[src/rtl/bmdma_pkg.sv]
package bmdma_pkg;
  localparam int NCHAN      = 2;
  localparam int CHAN_BYTES = 8;
  localparam int REG_BYTES  = NCHAN * CHAN_BYTES;
  localparam int ADDR_W     = $clog2(REG_BYTES);
  localparam int OFF_W      = $clog2(CHAN_BYTES);
  localparam int DATA_W     = 32;
  localparam int PTR_W      = 32;
  localparam int NSPARE     = NCHAN * 2;

  localparam int OFF_CMD    = 0;
  localparam int OFF_SPAREA = 1;
  localparam int OFF_STS    = 2;
  localparam int OFF_SPAREB = 3;
  localparam int OFF_PTR    = 4;

  localparam int CMD_SS  = 0;
  localparam int CMD_DIR = 3;
  localparam int STS_ACT = 0;
  localparam int STS_ERR = 1;
  localparam int STS_INT = 2;
  localparam logic [7:0] STS_RESET = 8'h60;

  typedef struct packed {
    logic [NCHAN-1:0]       cmdWr;
    logic [NCHAN-1:0]       stsWr;
    logic [NCHAN-1:0]       ptrWr;
    logic [NSPARE-1:0]      spareWr;
    logic [NSPARE-1:0][1:0] spareLane;
    logic                   err;
  } wrStrobe_t;
endpackage

[src/rtl/bmdma_ctrl.sv]
module bmdma_ctrl
  import bmdma_pkg::*;
(
  input  logic              clk,
  input  logic              rstN,
  input  logic              ioEn,
  input  logic              bmEn,
  input  logic              wrEn,
  input  logic [ADDR_W-1:0] addr,
  input  logic [2:0]        size,
  output wrStrobe_t         strb
);
  logic [OFF_W-1:0] off;
  logic             chan;
  logic             sizeOk;
  logic             legal;
  logic             go;

  assign off    = addr[OFF_W-1:0];
  assign chan   = addr[ADDR_W-1];
  assign sizeOk = (size == 3'd1) || (size == 3'd2) || (size == 3'd4);
  assign go     = wrEn && ioEn && bmEn;

  always_comb begin
    case (int'(off))
      OFF_CMD, OFF_STS:       legal = (size == 3'd1);
      OFF_SPAREA, OFF_SPAREB: legal = sizeOk;
      OFF_PTR:                legal = (size == 3'd4);
      default:                legal = 1'b0;
    endcase
  end

  always_comb begin
    strb     = '0;
    strb.err = go && !legal;
    if (go && legal) begin
      case (int'(off))
        OFF_CMD: strb.cmdWr[chan] = 1'b1;
        OFF_STS: strb.stsWr[chan] = 1'b1;
        OFF_PTR: strb.ptrWr[chan] = 1'b1;
        default: begin
          for (int s = 0; s < NSPARE; s++) begin
            int pos;
            pos = (s / 2) * CHAN_BYTES + (s % 2) * 2 + 1;
            if (pos >= int'(addr) && pos < int'(addr) + int'(size)) begin
              strb.spareWr[s]   = 1'b1;
              strb.spareLane[s] = 2'(pos - int'(addr));
            end
          end
        end
      endcase
    end
  end


  strobe_excl_chk: assert property (@(posedge clk) disable iff (!rstN)
    $onehot0({strb.err, |strb.cmdWr, |strb.stsWr, |strb.ptrWr, |strb.spareWr}));
endmodule

[src/rtl/bmdma_datapath.sv]
module bmdma_datapath
  import bmdma_pkg::*;
(
  input  logic                        clk,
  input  logic                        rstN,
  input  logic                        ioEn,
  input  wrStrobe_t                   strb,
  input  logic [ADDR_W-1:0]           addr,
  input  logic [DATA_W-1:0]           wData,
  input  logic [NCHAN-1:0]            dmaDone,
  input  logic [NCHAN-1:0]            dmaErr,
  output logic [DATA_W-1:0]           rData,
  output logic                        accErr,
  output logic [NCHAN-1:0]            dmaStart,
  output logic [NCHAN-1:0]            dmaAbort,
  output logic [NCHAN-1:0][PTR_W-1:0] ptrOut
);
  logic [7:0]       cmdQ   [NCHAN];
  logic [7:0]       stsQ   [NCHAN];
  logic [PTR_W-1:0] ptrQ   [NCHAN];
  logic             startQ [NCHAN];
  logic             abortQ [NCHAN];
  logic [7:0]       spareQ [NSPARE];
  logic [7:0]       byteView [REG_BYTES];
  logic             errQ;

  always_ff @(posedge clk) begin
    if (!rstN) errQ <= 1'b0;
    else       errQ <= strb.err;
  end
  assign accErr = errQ;

  for (genvar c = 0; c < NCHAN; c++) begin : g_chan
    logic [7:0] cmdN, stsN;
    logic       startN, abortN;

    always_comb begin
      cmdN   = cmdQ[c];
      stsN   = stsQ[c];
      startN = 1'b0;
      abortN = 1'b0;
      if (strb.cmdWr[c]) begin
        cmdN = wData[7:0];
        if (cmdQ[c][CMD_SS]) cmdN[CMD_DIR] = cmdQ[c][CMD_DIR];
        if (!cmdQ[c][CMD_SS] && cmdN[CMD_SS]) begin
          startN        = 1'b1;
          stsN[STS_ACT] = 1'b1;
        end
        if (cmdQ[c][CMD_SS] && !cmdN[CMD_SS]) begin
          abortN        = 1'b1;
          stsN[STS_ACT] = 1'b0;
        end
      end
      if (strb.stsWr[c]) begin
        stsN = {wData[7:3],
                stsQ[c][STS_INT] & ~wData[STS_INT],
                stsQ[c][STS_ERR] & ~wData[STS_ERR],
                stsQ[c][STS_ACT]};
      end
      if (dmaErr[c]) stsN[STS_ERR] = 1'b1;
      if (dmaDone[c]) begin
        cmdN[CMD_SS]  = 1'b0;
        stsN[STS_ACT] = 1'b0;
        stsN[STS_INT] = 1'b1;
      end
    end

    always_ff @(posedge clk) begin
      if (!rstN) begin
        cmdQ[c]   <= '0;
        stsQ[c]   <= STS_RESET;
        ptrQ[c]   <= '0;
        startQ[c] <= 1'b0;
        abortQ[c] <= 1'b0;
      end else begin
        cmdQ[c]   <= cmdN;
        stsQ[c]   <= stsN;
        startQ[c] <= startN;
        abortQ[c] <= abortN;
        if (strb.ptrWr[c]) ptrQ[c] <= {wData[PTR_W-1:2], 2'b00};
      end
    end

    assign dmaStart[c] = startQ[c];
    assign dmaAbort[c] = abortQ[c];
    assign ptrOut[c]   = ptrQ[c];

    always_comb begin
      byteView[c*CHAN_BYTES + OFF_CMD]    = cmdQ[c];
      byteView[c*CHAN_BYTES + OFF_SPAREA] = spareQ[2*c];
      byteView[c*CHAN_BYTES + OFF_STS]    = stsQ[c];
      byteView[c*CHAN_BYTES + OFF_SPAREB] = spareQ[2*c+1];
      for (int b = 0; b < 4; b++)
        byteView[c*CHAN_BYTES + OFF_PTR + b] = ptrQ[c][8*b +: 8];
    end


    start_sets_active_chk: assert property (@(posedge clk) disable iff (!rstN)
      startQ[c] |-> stsQ[c][STS_ACT]);

    abort_clears_active_chk: assert property (@(posedge clk) disable iff (!rstN)
      abortQ[c] |-> !stsQ[c][STS_ACT]);

    dir_lock_chk: assert property (@(posedge clk) disable iff (!rstN)
      (cmdQ[c][CMD_SS] && $past(cmdQ[c][CMD_SS])) |-> $stable(cmdQ[c][CMD_DIR]));

    active_source_chk: assert property (@(posedge clk) disable iff (!rstN)
      !$stable(stsQ[c][STS_ACT]) |-> (startQ[c] || abortQ[c] || $past(dmaDone[c])));

    done_effect_chk: assert property (@(posedge clk) disable iff (!rstN)
      $past(dmaDone[c]) |-> (!cmdQ[c][CMD_SS] && stsQ[c][STS_INT]));

    err_keeps_ptr_chk: assert property (@(posedge clk) disable iff (!rstN)
      errQ |-> $stable(ptrQ[c]));
  end

  for (genvar s = 0; s < NSPARE; s++) begin : g_spare
    always_ff @(posedge clk) begin
      if (!rstN)                 spareQ[s] <= '0;
      else if (strb.spareWr[s])  spareQ[s] <= wData[8*strb.spareLane[s] +: 8];
    end
  end

  always_comb begin
    rData = '0;
    for (int i = 0; i < 4; i++) begin
      logic [ADDR_W:0] idx;
      idx = {1'b0, addr} + (ADDR_W+1)'(i);
      if (ioEn && int'(idx) < REG_BYTES) rData[8*i +: 8] = byteView[idx[ADDR_W-1:0]];
    end
  end
endmodule

[src/rtl/bmdma_chan_regs.sv]
module bmdma_chan_regs
  import bmdma_pkg::*;
(
  input  logic              clk,
  input  logic              rstN,
  input  logic              ioEn,
  input  logic              bmEn,
  input  logic              wrEn,
  input  logic [ADDR_W-1:0] addr,
  input  logic [2:0]        size,
  input  logic [DATA_W-1:0] wData,
  output logic [DATA_W-1:0] rData,
  output logic              accErr,
  input  logic [NCHAN-1:0]  dmaDone,
  input  logic [NCHAN-1:0]  dmaErr,
  output logic [NCHAN-1:0]  dmaStart,
  output logic [NCHAN-1:0]  dmaAbort,
  output logic [PTR_W-1:0]  dmaPtrPri,
  output logic [PTR_W-1:0]  dmaPtrSec
);
  wrStrobe_t                   strb;
  logic [NCHAN-1:0][PTR_W-1:0] ptrOut;

  bmdma_ctrl ctrl_i (
    .clk(clk), .rstN(rstN), .ioEn(ioEn), .bmEn(bmEn), .wrEn(wrEn),
    .addr(addr), .size(size), .strb(strb)
  );

  bmdma_datapath dp_i (
    .clk(clk), .rstN(rstN), .ioEn(ioEn), .strb(strb), .addr(addr),
    .wData(wData), .dmaDone(dmaDone), .dmaErr(dmaErr), .rData(rData),
    .accErr(accErr), .dmaStart(dmaStart), .dmaAbort(dmaAbort), .ptrOut(ptrOut)
  );

  assign dmaPtrPri = ptrOut[0];
  assign dmaPtrSec = ptrOut[1];
endmodule

[config.mk]
export PLATFORM = sky130hd
export DESIGN_NAME = bmdma_chan_regs
export DESIGN_NICKNAME = d
export VERILOG_FILES = /design/src/rtl/bmdma_pkg.sv /design/src/rtl/bmdma_ctrl.sv /design/src/rtl/bmdma_datapath.sv /design/src/rtl/bmdma_chan_regs.sv
export SDC_FILE = /design/constraint.sdc
export NUM_CORES = 1
export LEC_CHECK = 0
export ABC_AREA = 1
export BUFFER_PORTS_ARGS = -buffer_cell sky130_fd_sc_hd__buf_4
export CAP_MARGIN = 20
export CORE_UTILIZATION = 39
export CTS_CLUSTER_SIZE = 16
export DETAILED_ROUTE_END_ITERATION = 10
export PLACE_DENSITY = 0.57
export SYNTH_ARGS = -nofsm -noshare
export SYNTH_HDL_FRONTEND = slang
export SYNTH_SLANG_ARGS = --single-unit
[constraint.sdc]
create_clock -name clk -period 5.4 [get_ports clk]
set_input_delay 0.54 -clock clk [delete_from_list [all_inputs] [get_ports clk]]
set_output_delay 0.54 -clock clk [all_outputs]
set_load 0.02 [all_outputs]
Word-level counts from Yosys, hierarchy flattened
Memories as Yosys holds them, arrays and structs flattened.
Cells that the tools add are included.
{ "word_totals": {"ff_bits": 1, "mem_bits_rw": 128, "inputBits": 48, "output_inout_bits": 101, "word_cells": 189, "memories": 6} }
{ "op_classes": {"addsub": 8, "order_cmp": 18, "n_eq_ne": 7, "n_shift": 4, "muxes": 94, "bitwise_logic": 24, "reduce_logical": 27} }
{ "mem_list": {"columns": ["name", "words", "word_bits", "read_ports", "rd_clocked_by_memory_dff", "wr", "line", "rtl"], "rows": [
  ["dp_i.ptrQ", 2, 30, 2, 0, 2, "bmdma_datapath.sv:20", "logic [PTR_W-1:0] ptrQ [NCHAN];"],
  ["dp_i.spareQ", 4, 8, 4, 0, 4, "bmdma_datapath.sv:23", "logic [7:0] spareQ [NSPARE];"],
  ["dp_i.cmdQ", 2, 8, 2, 0, 2, "bmdma_datapath.sv:18", "logic [7:0] cmdQ [NCHAN];"],
  ["dp_i.stsQ", 2, 8, 2, 0, 2, "bmdma_datapath.sv:19", "logic [7:0] stsQ [NCHAN];"],
  ["dp_i.abortQ", 2, 1, 2, 0, 2, "bmdma_datapath.sv:22", "logic abortQ [NCHAN];"],
  ["dp_i.startQ", 2, 1, 2, 0, 2, "bmdma_datapath.sv:21", "logic startQ [NCHAN];"]
]} }
{ "ops": {"columns": ["operator", "count"], "rows": [
  ["8-bit two-way mux", 24],
  ["8-bit binary-select mux with 4-bit select", 4],
  ["32-bit by 6-bit variable part select with 8-bit output", 4],
  ["5-bit by 32-bit < comparator with 1-bit output, first input constant", 2],
  ["30-bit two-way mux", 2],
  ["1-bit two-way mux", 53],
  ["2-bit by 32-bit < comparator with 1-bit output, first input constant", 1],
  ["3-bit by 32-bit < comparator with 1-bit output, first input constant", 1],
  ["5-bit >= comparator, second input constant", 4],
  ["4-bit NOT with 5-bit output", 4],
  ["18-bit two-way mux", 1],
  ["1-bit logical AND", 17],
  ["5-bit < comparator, second input constant", 3],
  ["2-bit two-way mux", 7],
  ["1-bit bitwise OR", 14],
  ["12-bit two-way mux", 1],
  ["4-bit by 2-bit adder with 5-bit output, second input constant", 2],
  ["3-bit by 2-bit == test with 1-bit output, second input constant", 3],
  ["4-bit >= comparator, first input constant", 2],
  ["3-bit by 1-bit == test with 1-bit output, second input constant", 2],
  ["3-bit == test, second input constant", 2],
  ["4-bit by 1-bit adder with 5-bit output, second input constant", 1],
  ["4-bit by 3-bit adder with 5-bit output", 1],
  ["4-bit by 5-bit < comparator with 1-bit output, second input constant", 1],
  ["15 further kinds", 26]
]} }

Longest topological paths before layout
Gate-level depths: netlist of the first run.
{ "logic_depth": {"word_depth": 10, "ltp_mapped": 19, "mapped_depth_nobuf": 15} }

Modules after synthesis
A second synthesis of the first run with hierarchy kept.
{ "hier_totals": {"hier_cells": 1627, "area_unflattened_um2": 10478.8} }
{ "modules_own_cells": {"columns": ["module", "instances", "cells_each", "area_each_um2", "seq_area_each_um2"], "rows": [
  ["bmdma_datapath", 1, 1534, 10003.3, 3503.4],
  ["bmdma_ctrl", 1, 93, 475.5, 0.0]
]} }

Worst setup path after synthesis of the first run
No wires, ideal clock.
{ "synth_timing": {"path_type": "in2reg", "start": "input port addr[1]", "end": "memory dp_i.ptrQ[0][0] (netlist name), enable pin", "setup_ps": 463, "arrival_time_ps": 4669, "required_ps": 4937, "slack_ps": 268, "cell_stages": 10, "n_path_buf": 3, "cell_sequence": "buf_2 inv_1 clkbuf_1 clkbuf_1 ha_1 nand2_4 a21o_1 nand3_2 nand2_4 o31ai_1"} }
{ "synth_rtl": {"columns": ["item", "line", "rtl"], "rows": [
  ["start: declaration", "bmdma_chan_regs.sv:9", "input logic [ADDR_W-1:0] addr,"],
  ["end: declaration", "bmdma_datapath.sv:20", null]
]} }

Final worst setup path of the first run
{ "layout_timing": {"start": "input port addr[1]", "end": "output port rData[19]"} }
{ "layout_via": {"elab_chain_cells": 6, "elab_cells_between_ends": 8, "cone_classes": "add/sub: 1; order compare: 1; mux: 4; bitwise: 1; reduce/logical: 1"} }
{ "layout_rtl": {"columns": ["item", "line", "rtl"], "rows": [
  ["4-bit by 2-bit adder with 5-bit output (*)", "bmdma_datapath.sv:128", "idx = {1'b0, addr} + (ADDR_W+1)'(i);"],
  ["4-bit NOT with 5-bit output (implied by the code)", "bmdma_datapath.sv:129", "if (ioEn && int'(idx) < REG_BYTES) rData[8*i +: 8] = byteView[idx[ADDR_W-1:0]];"],
  ["8-bit binary-select mux with 4-bit select", "bmdma_datapath.sv:129", null],
  ["8-bit two-way mux (implied by the code) (2 in a row)", "bmdma_datapath.sv:129", null],
  ["8-bit two-way mux (*)", "bmdma_datapath.sv:129", null],
  ["end: declaration", "bmdma_chan_regs.sv:12", "output logic [DATA_W-1:0] rData,"]
]} }
Every way passes the cells marked *; elsewhere a longest branch is shown, timed or not. The select of a mux whose other input is x is not followed.

==> results of run 1 <==
[cell usage after synthesis (4+ instances only)]
cell type / number
o21ai_0: 153
a211oi_1: 8
inv_1: 119
clkbuf_1: 47
a31oi_1: 14
ha_1: 11
nand2_4: 4
nand4_1: 9
nor3_1: 21
inv_2: 10
dfxtp_1: 37
mux2i_1: 28
a311oi_1: 19
o22ai_1: 13
buf_1: 7
nand3_1: 87
nand2_1: 370
buf_4: 72
clkinv_1: 5
nand2_2: 9
edfxtp_1: 92
a21oi_1: 89
buf_2: 30
o31ai_1: 4
nor2_2: 7
nor2_1: 149
o21ai_1: 11
o211ai_1: 20
[cell families (layout without fill, tap and decap cells)]
logic type | Yosys count | count (layout) | share of synthesized area, %
xor+xnor | 2 | 2 | 0.171
compound gates | 346 | 346 | 19.3
simple gates | 671 | 671 | 28.0
mux | 28 | 28 | 2.74
buf+inv | 293 | 328 | 14.0
other cells | 1 | 6 | 0.0367
fa+ha+maj | 12 | 12 | 1.54
flops | 129 | 129 | 34.3
[layout make-up]
| cell class | instances | share of cell area, % |
|---|---|---|
| sequential | 129 | 30.2 |
| timing repair buffer | 162 | 10.6 |
| clock buffer | 22 | 4.56 |
| tap | 330 | 3.56 |
| multi-input combinational | 1063 | 46.0 |
| clock inverter | 10 | 0.712 |
| inverter | 134 | 4.36 |
| antenna | 2 | 0.0432 |
[sequential cells by signal (all words and copies together) (netlist names)]
| signal | flops |
|---|---|
| dp_i.startQ | 2 |
| dp_i.ptrQ | 60 |
| dp_i.accErr | 1 |
| dp_i.spareQ | 32 |
| dp_i.cmdQ | 16 |
| dp_i.abortQ | 2 |
| dp_i.stsQ | 16 |
[worst min-delay path, delay by kind of cell]
kind            cells  cell delay (ps)
buf+inv             2              160
compound gates      1               50
[power groups by stage]
stage / Combinational, mW / Clock (mW) / Sequential [mW]
2_1_floorplan: 0.480 / 0 / 1.14
3_3_place_gp: 0.730 / 0 / 1.16
3_5_place_dp: 0.729 / 0 / 1.16
4_1_cts: 0.731 / 1.21 / 1.14
5_1_grt: 0.794 / 1.25 / 1.14
6_report: 0.745 / 1.21 / 1.14
[worst paths after layout]
check	startpoint	to	slack [ps]
setup reg to reg	dp_i.cmdQ[0][0]	dp_i.cmdQ[0][3]	4440
hold reg to reg	dp_i.stsQ[1][7]	dp_i.stsQ[1][7]	470
hold / removal	dmaErr[1]	dp_i.stsQ[1][1]	360
setup / recovery	addr[1]	rData[19]	1420
[placed cells by master (no fill, tap or decap), drive strengths merged, types with 2 or more instances in the layout]
master / netlist / routed
nand4: 9 / 9
a31oi: 14 / 14
nor4: 2 / 2
dfxtp: 37 / 37
diode: 0 / 2
edfxtp: 92 / 92
nand3: 91 / 91
a311oi: 19 / 19
or2: 3 / 3
o211a: 2 / 2
a21oi: 89 / 89
xnor2: 2 / 2
nor3: 23 / 23
a22oi: 3 / 3
o31ai: 4 / 4
o221ai: 3 / 3
ha: 11 / 11
mux2i: 28 / 28
o22ai: 13 / 13
a221oi: 2 / 2
o21ai: 165 / 165
inv: 129 / 134
o211ai: 20 / 20
a41oi: 2 / 2
clkbuf: 47 / 22
a21o: 2 / 2
buf: 112 / 162
clkinv: 5 / 10
nand2: 383 / 383
a211oi: 8 / 8
conb: 1 / 4
nor2: 159 / 159
[routing by layer]
layer	share of wire [%]	routed length, µm	vias to the layer above
li1	-	-	4961
met1	43	18400	4968
met2	44	18800	578
met3	9.1	3920	77
met4	4.4	1890	0
met5	0	0	-
[stage by stage]
| stage | cell area (µm²) | hold slack (ps) | cells | setup WS, ps | util, % |
|---|---|---|---|---|---|
| after floorplan | 10200 | 439 | 1485 | 268 | - |
| after global placement | 11000 | 461 | 1818 | 1540 | 43.1 |
| after detailed placement | 11000 | 468 | 1818 | 1550 | 43.1 |
| after CTS | 11600 | 351 | 1850 | 1540 | 45.5 |
| after global routing | 11600 | 363 | 1850 | 1210 | 45.5 |
| final | 11600 | 356 | 1852 | 1420 | 45.5 |
==> flow_summary.yaml, run 1 <==
clock_tree:
  cts_root_buffer: "clkbuf_16"
  cts_resized: 0
  cts_buffer_depth: 2
  clkSlewWorstSetupHoldPaths_ps: 70
  clk_latency_ps: 430
  htreeDepth: 4
  cts_tree: "yes"
  post_cts_buffers: 0
  cts_hold_buf: 0
  cts_buffers: 17
  cts_sinks: 129
global_route:
  grt_first_pass_wirelength_mm: 61.7
  use_met1_pct: 44.5
  overflow: 0
  grt_util_met3_pct: 5.91
  track_usage_pct: 32.1
  antenna_found_initial: 1
  grt_pass1_vias: 9342
  use_met2_pct: 48.0
  grt_max_degree: 136
  top_usage_layer: "met2"
die:
  rows: 58
  pin_count: 149
  coreArea_mm2: 0.0255
  start_util_pct: 40.1
  die_w_um: 164
  die_area_mm2: 0.0269
  fp.dieH_um: 164
routing:
  wl_mm: 43.0
  drt-initial-drc-count: 1527
  vias_per_cell: 5.71
  drc: 0
  ant_nets: 0
  num_vias: 10600
  wl_per_cell_um: 23.2
  first_pass_iters: 6
setup_path:
  path_class: "in -> out"
  cp-start-kind: "primary input"
  cp_slowest_cell: "inv_1"
  reg2regPathDepth: 4
  cp_max_fo: 20
  arrival_ps: 3440
  crit_required_ps: 4860
  crit_cells: 9
  cp_top_family: "buffers and inverters"
  worstSetupEndpointType: "output port"
  max_stage_delay_ps: 600
  crit_buf_inv: 4
  crit_chain: "buf_4 > inv_1 > ha_1 > inv_1 > o21ai_0 > o22ai_1 > nor2_1 > a311oi_1 > buf_4"
timing:
  fin_skew_ps: 7.17
  setup-violations-final: 0
  slew_viol_final: 0
  hold_viol_final: 0
  clock.fmax_mhz: 251
  maxSlewHeadroom_pct: 29.8
  post-route-period-util_pct: 73.8
  tns_ps: 0
  fin_crit_ps: 3980
  worst_pin_slew_ps: 1040
  rsz0062_at_grt: "no"
finish:
  synthToLayoutAreaGrowth_pct: 13.5
  drive_gt1_share_pct: 15.7
  fin_nets: 1567
  final-seq-area_mm2: 0.00350
  multiInputGateArea_mm2: 0.00533
  num-fill-cells: 2640
outcome:
  outcome: "finished clean"
pwr:
  p_leak_nw: 5.21
  pwr-share-seq_pct: 36.8
  switching_share_pct: 34.3
  p_per_area_mw_per_mm2: 267
  p_int_mw: 2.04
  p_total_mw: 3.10
  power.share.clock_pct: 39.2
  power_switching_mw: 1.06
  comb_power_share_pct: 24.1
  ir_drop_uv: 215
placed_design:
  numPortBuffers: 144
  globalplace.congestion: 0.958
  dp_hpwl_mm: 32.8
yosys:
  synth_top_area_cell: "edfxtp_1"
  synth_warnings: 0
  ys_seq_area_share_pct: 34.3
  synth_seq_cells: 129
  synth_top_area_share_pct: 27.0
  synth_cells: 1482
  syn-cell-area_mm2: 0.0102
  synthTopCellsByArea: "edfxtp_1, nand2_1, o21ai_0"
  ys_types: 51
  synth.avg_cell_area_um2: 6.90
  synth_flop_cell: "edfxtp_1"
  synth_edf_count: 92
  async_flop_share_pct: 0
hold_path:
  hold_class: "in -> reg"
  whs_path_depth: 3
job:
  cap_viol_max_count: 0
(Power assumes the default switching activity.)
==> inputs of run 2 (changes only) <==
--- a/config.mk
+++ b/config.mk
@@ -11,7 +11,7 @@
 export CORE_UTILIZATION = 39
 export CTS_CLUSTER_SIZE = 16
 export DETAILED_ROUTE_END_ITERATION = 10
-export PLACE_DENSITY = 0.57
+export PLACE_DENSITY = 0.55
 export SYNTH_ARGS = -nofsm -noshare
 export SYNTH_HDL_FRONTEND = slang
 export SYNTH_SLANG_ARGS = --single-unit
==> constraint.sdc (replaced) <==
create_clock -name clk -period 3.79 [get_ports clk]
set_input_delay 0.379 -clock clk [delete_from_list [all_inputs] [get_ports clk]]
set_output_delay 0.379 -clock clk [all_outputs]
set_load 0.02 [all_outputs]
==> run 2 against run 1 <==
Net effect:
- register-to-register slack got worse by 1600 ps
- global-route usage is 0.13 points lower
- via count shrank 0.24%
- worst setup slack got worse by 960 ps
- combinational power up 44%
- sequential power is 42% higher
- clock skew grew 1.4 ps
- clock power is 51% higher
- utilization increased by 0.28 points
- non-clock buffer count is 7 higher
- worst hold slack got worse by 150 ps
- sequential cell count unchanged
- critical endpoint is now rData[20]
- largest cell class unchanged
- highest routed layer unchanged
==> flow_summary.yaml, run 2 (same netlist as run 1, synthesis figures left out) <==
outcome:
  outcome: "finished clean"
placed_design:
  globalplace.congestion: 0.966
  dp_slack_ps: 545
  dp_cells: 1825
  numPortBuffers: 144
  dp_hpwl_mm: 32.7
routing:
  wl_per_cell_um: 23.0
  wl_mm: 42.7
  met2_length_mm: 19.5
  top_layer: "met4"
  drc: 0
  wl_met1_mm: 18.5
  first_pass_iters: 6
  drt-initial-drc-count: 1240
  num_vias: 10600
  met3_length_mm: 3.31
  ant_nets: 0
  vias_per_cell: 5.69
pwr:
  power.share.clock_pct: 40.4
  p_leak_nw: 5.24
  comb_power_share_pct: 23.7
  ir_drop_uv: 286
  p_per_area_mw_per_mm2: 387
  p_int_mw: 2.96
  pwr-share-seq_pct: 35.9
  switching_share_pct: 34.6
  power_switching_mw: 1.56
global_route:
  grt_pass1_vias: 9414
  grt_first_pass_wirelength_mm: 61.7
  track_usage_pct: 31.9
  antenna_found_initial: 0
  grt_max_degree: 113
  overflow: 0
clock_tree:
  cts_buffer_depth: 2
  cts_sinks: 129
  clk_latency_ps: 430
  cts_tree: "yes"
  cts_hold_buf: 0
  post_cts_buffers: 0
  cts_root_buffer: "clkbuf_16"
  cts_buffers: 17
  clkSlewWorstSetupHoldPaths_ps: 70
  htreeDepth: 4
  cts_resized: 0
die:
  die_w_um: 164
  die_area_mm2: 0.0269
  pin_count: 149
  fp.dieH_um: 164
  coreArea_mm2: 0.0255
  start_util_pct: 40.1
  rows: 58
hold_path:
  hold_class: "in -> reg"
timing:
  worst_pin_slew_ps: 909
  rsz0062_at_grt: "no"
  slew_viol_final: 0
  hold_viol_final: 0
  fin_crit_ps: 3330
  setup-violations-final: 0
  fin_ws_ps: 460
  maxSlewHeadroom_pct: 38.8
  post-route-period-util_pct: 87.9
  fin_skew_ps: 8.56
  clock.fmax_mhz: 300
setup_path:
  cp_common_cell: "buf_4"
  worstSetupEndpointType: "output port"
  max_stage_delay_ps: 510
  crit_buf_inv: 4
  cp_max_fo: 20
  path_class: "in -> out"
  arrival_ps: 2950
  cp_slowest_cell: "inv_1"
  cp-start-kind: "primary input"
  crit_required_ps: 3410
  crit_chain: "buf_4 > inv_2 > ha_1 > inv_1 > o21ai_0 > o22ai_1 > nor2_1 > nor3_1 > buf_4"
  cp_top_family: "buffers and inverters"
job:
  cap_viol_max_count: 0
finish:
  fin_cells: 1857
  layout_commonest_cell: "nand2_1"
  fin_nets: 1574
  layout_common_cells: "nand2_1, buf_4, o21ai_0"
  top_regs: "dp_i.ptrQ (60), dp_i.spareQ (32)"
  n_antenna_cell: 0
  finalCoreUtilization_pct: 45.8
  synthToLayoutAreaGrowth_pct: 14.1
  drive_gt1_share_pct: 16.1
  top_register: "dp_i.ptrQ"
  largest_reg_flops: 60
## run 2: cell count changes in the layout (fill, tap and decap cells not counted), moves of 2 or more
cell,change
buf_4,+6
clkbuf_16,-4
bufinv_16,+3
clkinv_2,-2
clkinv_4,-2
clkinvlp_4,+2
diode_2,-2
inv_8,+2
## run 2: power groups by stage
stage / Clock, mW / Combinational (mW) / Sequential (mW)
2_1_floorplan: 0 / 0.685 / 1.62
3_3_place_gp: 0 / 1.05 / 1.65
3_5_place_dp: 0 / 1.05 / 1.65
4_1_cts: 1.83 / 1.05 / 1.62
5_1_grt: 1.88 / 1.14 / 1.63
6_report: 1.83 / 1.07 / 1.62
## run 2: path summary, 6_finish.rpt
| path | depth (start not counted) | to | slack, ps | startpoint |
|---|---|---|---|---|
| max | 9 | rData[20] | 460 | addr[2] |
| min | 3 | dp_i.stsQ[1][1] | 200 | dmaErr[1] |
| max reg2reg | 3 | dp_i.stsQ[1][0] | 2880 | dp_i.cmdQ[1][0] |
| min reg2reg | 2 | dp_i.stsQ[0][7] | 470 | dp_i.stsQ[0][7] |
## run 2: per-stage QoR
step | total power, mW | cell area, µm² | hold slack (ps) | TNS (ps)
2_1_floorplan | 2.31 | 10200 | 439 | -14670
3_3_place_gp | 2.70 | 11000 | 459 | 0
3_5_place_dp | 2.70 | 11000 | 464 | 0
4_1_cts | 4.51 | 11700 | 190 | 0
5_1_grt | 4.65 | 11700 | 205 | 0
6_report | 4.52 | 11700 | 201 | 0
## run 2: cell type report
type,count,area (µm²)
clock buffer,17,425
clock inverter,15,196
fill,2681,13800
inverter,134,505
multi-input combinational,1063,5330
sequential,129,3500
tap,330,413
timing repair buffer,169,1290
## run 2: per-layer routing
metal  vias to the layer above  GRT usage [%]
li1                       4988              -
met1                      5004           44.2
met2                       494           50.4
met3                        73           4.82
met4                         0           11.1
met5                         -              0
## run 2: worst min-delay path, delay by kind of cell
family | cells | cell delay (ps)
buffers and inverters | 2 | 160
AO/OA/AOI/OAI | 1 | 60
==> inputs of run 3 (changes only) <==
==> constraint.sdc (replaced) <==
create_clock -name clk -period 3.1 [get_ports clk]
set_input_delay 0.31 -clock clk [delete_from_list [all_inputs] [get_ports clk]]
set_output_delay 0.31 -clock clk [all_outputs]
set_load 0.02 [all_outputs]
==> run 3 against run 2 <==
Net effect:
- critical path depth is 1 higher
- largest cell class unchanged
- wire length increased by 3.2%
- clock skew decreased by 6.0 ps
- register-to-register slack worse by 720 ps
- critical endpoint is now rData[3]
- non-clock buffer count rose by 17
- global-route usage is 1.2 points higher
==> flow_summary.yaml, run 3 (same netlist as run 1, synthesis figures left out) <==
outcome:
  outcome: "finished clean"
placed_design:
  dp_hpwl_mm: 34.0
  dpl_cell_area_mm2: 0.0112
  numPortBuffers: 144
  dp_cells: 1842
  globalplace.congestion: 0.978
die:
  coreArea_mm2: 0.0255
  die_area_mm2: 0.0269
  fp.dieH_um: 164
  rows: 58
  die_w_um: 164
  start_util_pct: 40.1
  pin_count: 149
finish:
  num-fill-cells: 2687
  top_register: "dp_i.ptrQ"
  synthToLayoutAreaGrowth_pct: 15.3
  multiInputGateArea_mm2: 0.00534
  top_regs: "dp_i.ptrQ (60), dp_i.spareQ (32)"
  fin_cells: 1874
  final-seq-area_mm2: 0.00350
  largest_reg_flops: 60
  drive_gt1_share_pct: 17.0
  fin_area_mm2: 0.0118
  n_antenna_cell: 0
  fin_nets: 1591
  layout_commonest_cell: "nand2_1"
  layout_common_cells: "nand2_1, buf_4, o21ai_0"
timing:
  post-route-period-util_pct: 89.2
  hold_viol_final: 0
  maxSlewHeadroom_pct: 35.9
  slew_viol_final: 0
  clock.fmax_mhz: 362
  worst_pin_slew_ps: 951
  fin_crit_ps: 2770
  fin_skew_ps: 2.57
  setup-violations-final: 0
  tns_ps: 0
  rsz0062_at_grt: "no"
hold_path:
  hold_class: "in -> reg"
  hold_path_end: "dp_i.stsQ[0][1]"
  min_from: "dmaErr[0]"
  whs_path_depth: 3
clock_tree:
  post_cts_buffers: 0
  clkSlewWorstSetupHoldPaths_ps: 60
  htreeDepth: 4
  cts_sinks: 129
  clk_latency_ps: 430
  cts_root_buffer: "clkbuf_16"
  cts_resized: 0
  cts_buffers: 17
  cts_tree: "yes"
  cts_hold_buf: 0
  cts_buffer_depth: 2
routing:
  drc: 0
  ant_nets: 0
  wl_per_cell_um: 23.5
  num_vias: 10700
  vias_per_cell: 5.72
  first_pass_iters: 6
  wl_mm: 44.1
  drt-initial-drc-count: 1289
setup_path:
  path_class: "in -> out"
  worstSetupEndpointType: "output port"
  crit_buf_inv: 4
  cp_max_fo: 109
  crit_required_ps: 2790
  crit_chain: "buf_4 > inv_4 > buf_12 > o21ai_0 > nand2_1 > nand3_1 > o221ai_1 > nand2_1 > a41oi_1 > buf_4"
  arrival_ps: 2460
  cp_top_family: "compound AO/OA/AOI/OAI gates"
  rr_startpoint: "dp_i.cmdQ[1][0]"
  reg2reg_to: "dp_i.stsQ[1][0]"
  cp-start-kind: "primary input"
  reg2regPathDepth: 3
  r2r_slack_ps: 2160
  cp_slowest_cell: "a41oi_1"
  max_stage_delay_ps: 460
global_route:
  antenna_found_initial: 0
  track_usage_pct: 33.1
  grt_first_pass_wirelength_mm: 63.3
  grt_pass1_vias: 9433
  grt_max_degree: 123
  overflow: 0
job:
  cap_viol_max_count: 0
pwr:
  p_per_area_mw_per_mm2: 450
  ir_drop_uv: 302
  p_total_mw: 5.30
  p_leak_nw: 5.30
[run 3: worst max-delay path by stage]
stage / from / slack [ps] / end / cells past startpoint
6_report: addr[0] / 330 / rData[3] / 10
5_1_grt: addr[1] / 190 / rData[17] / 11
4_1_cts: addr[1] / 430 / rData[22] / 9
3_5_place_dp: addr[1] / 290 / dp_i.spareQ[2][3] / 13
3_3_place_gp: addr[1] / 50 / dp_i.spareQ[2][4] / 12
2_1_floorplan: addr[1] / 20 / dp_i.ptrQ[0][0] / 11
[run 3: worst reg2reg max path: stages (launching register included)]
cell and delay [ps]:
dfxtp_1 400, nand2_1 100, o31ai_1 280, nor2_1 60
[run 3: report_power, final]
| part | internal (mW) | switching [mW] |
|---|---|---|
| combinational | 0.436 | 0.907 |
| clock | 1.11 | 0.858 |
| sequential | 1.91 | 0.0784 |
| total | 3.46 | 1.84 |
[run 3: per-layer routing]
layer	track usage, %	part of all wire (%)	vias up
met3	6.57	9.0	80
li1	-	-	5013
met1	45.9	43	5076
met5	0	0	-
met4	14.4	4.1	0
met2	49.7	44	555
[run 3: through the flow]
| step | utilization, % | setup WS, ps | hold WS [ps] |
|---|---|---|---|
| 3_3_place_gp | 44.1 | 46.5 | 457 |
| 2_1_floorplan | - | 23.1 | 439 |
| 3_5_place_dp | 44.1 | 294 | 468 |
| 4_1_cts | 46.3 | 426 | 117 |
| 5_1_grt | 46.3 | 186 | 124 |
| 6_report | 46.3 | 334 | 129 |
[run 3: final cells by class]
type | instances | share of cell area [%]
flip-flops and latches | 129 | 29.7
clock buffers | 17 | 3.61
multi-input cells | 1063 | 45.3
inverters | 134 | 4.29
clock inverters | 15 | 1.15
well taps | 330 | 3.50
repair buffers | 186 | 12.5
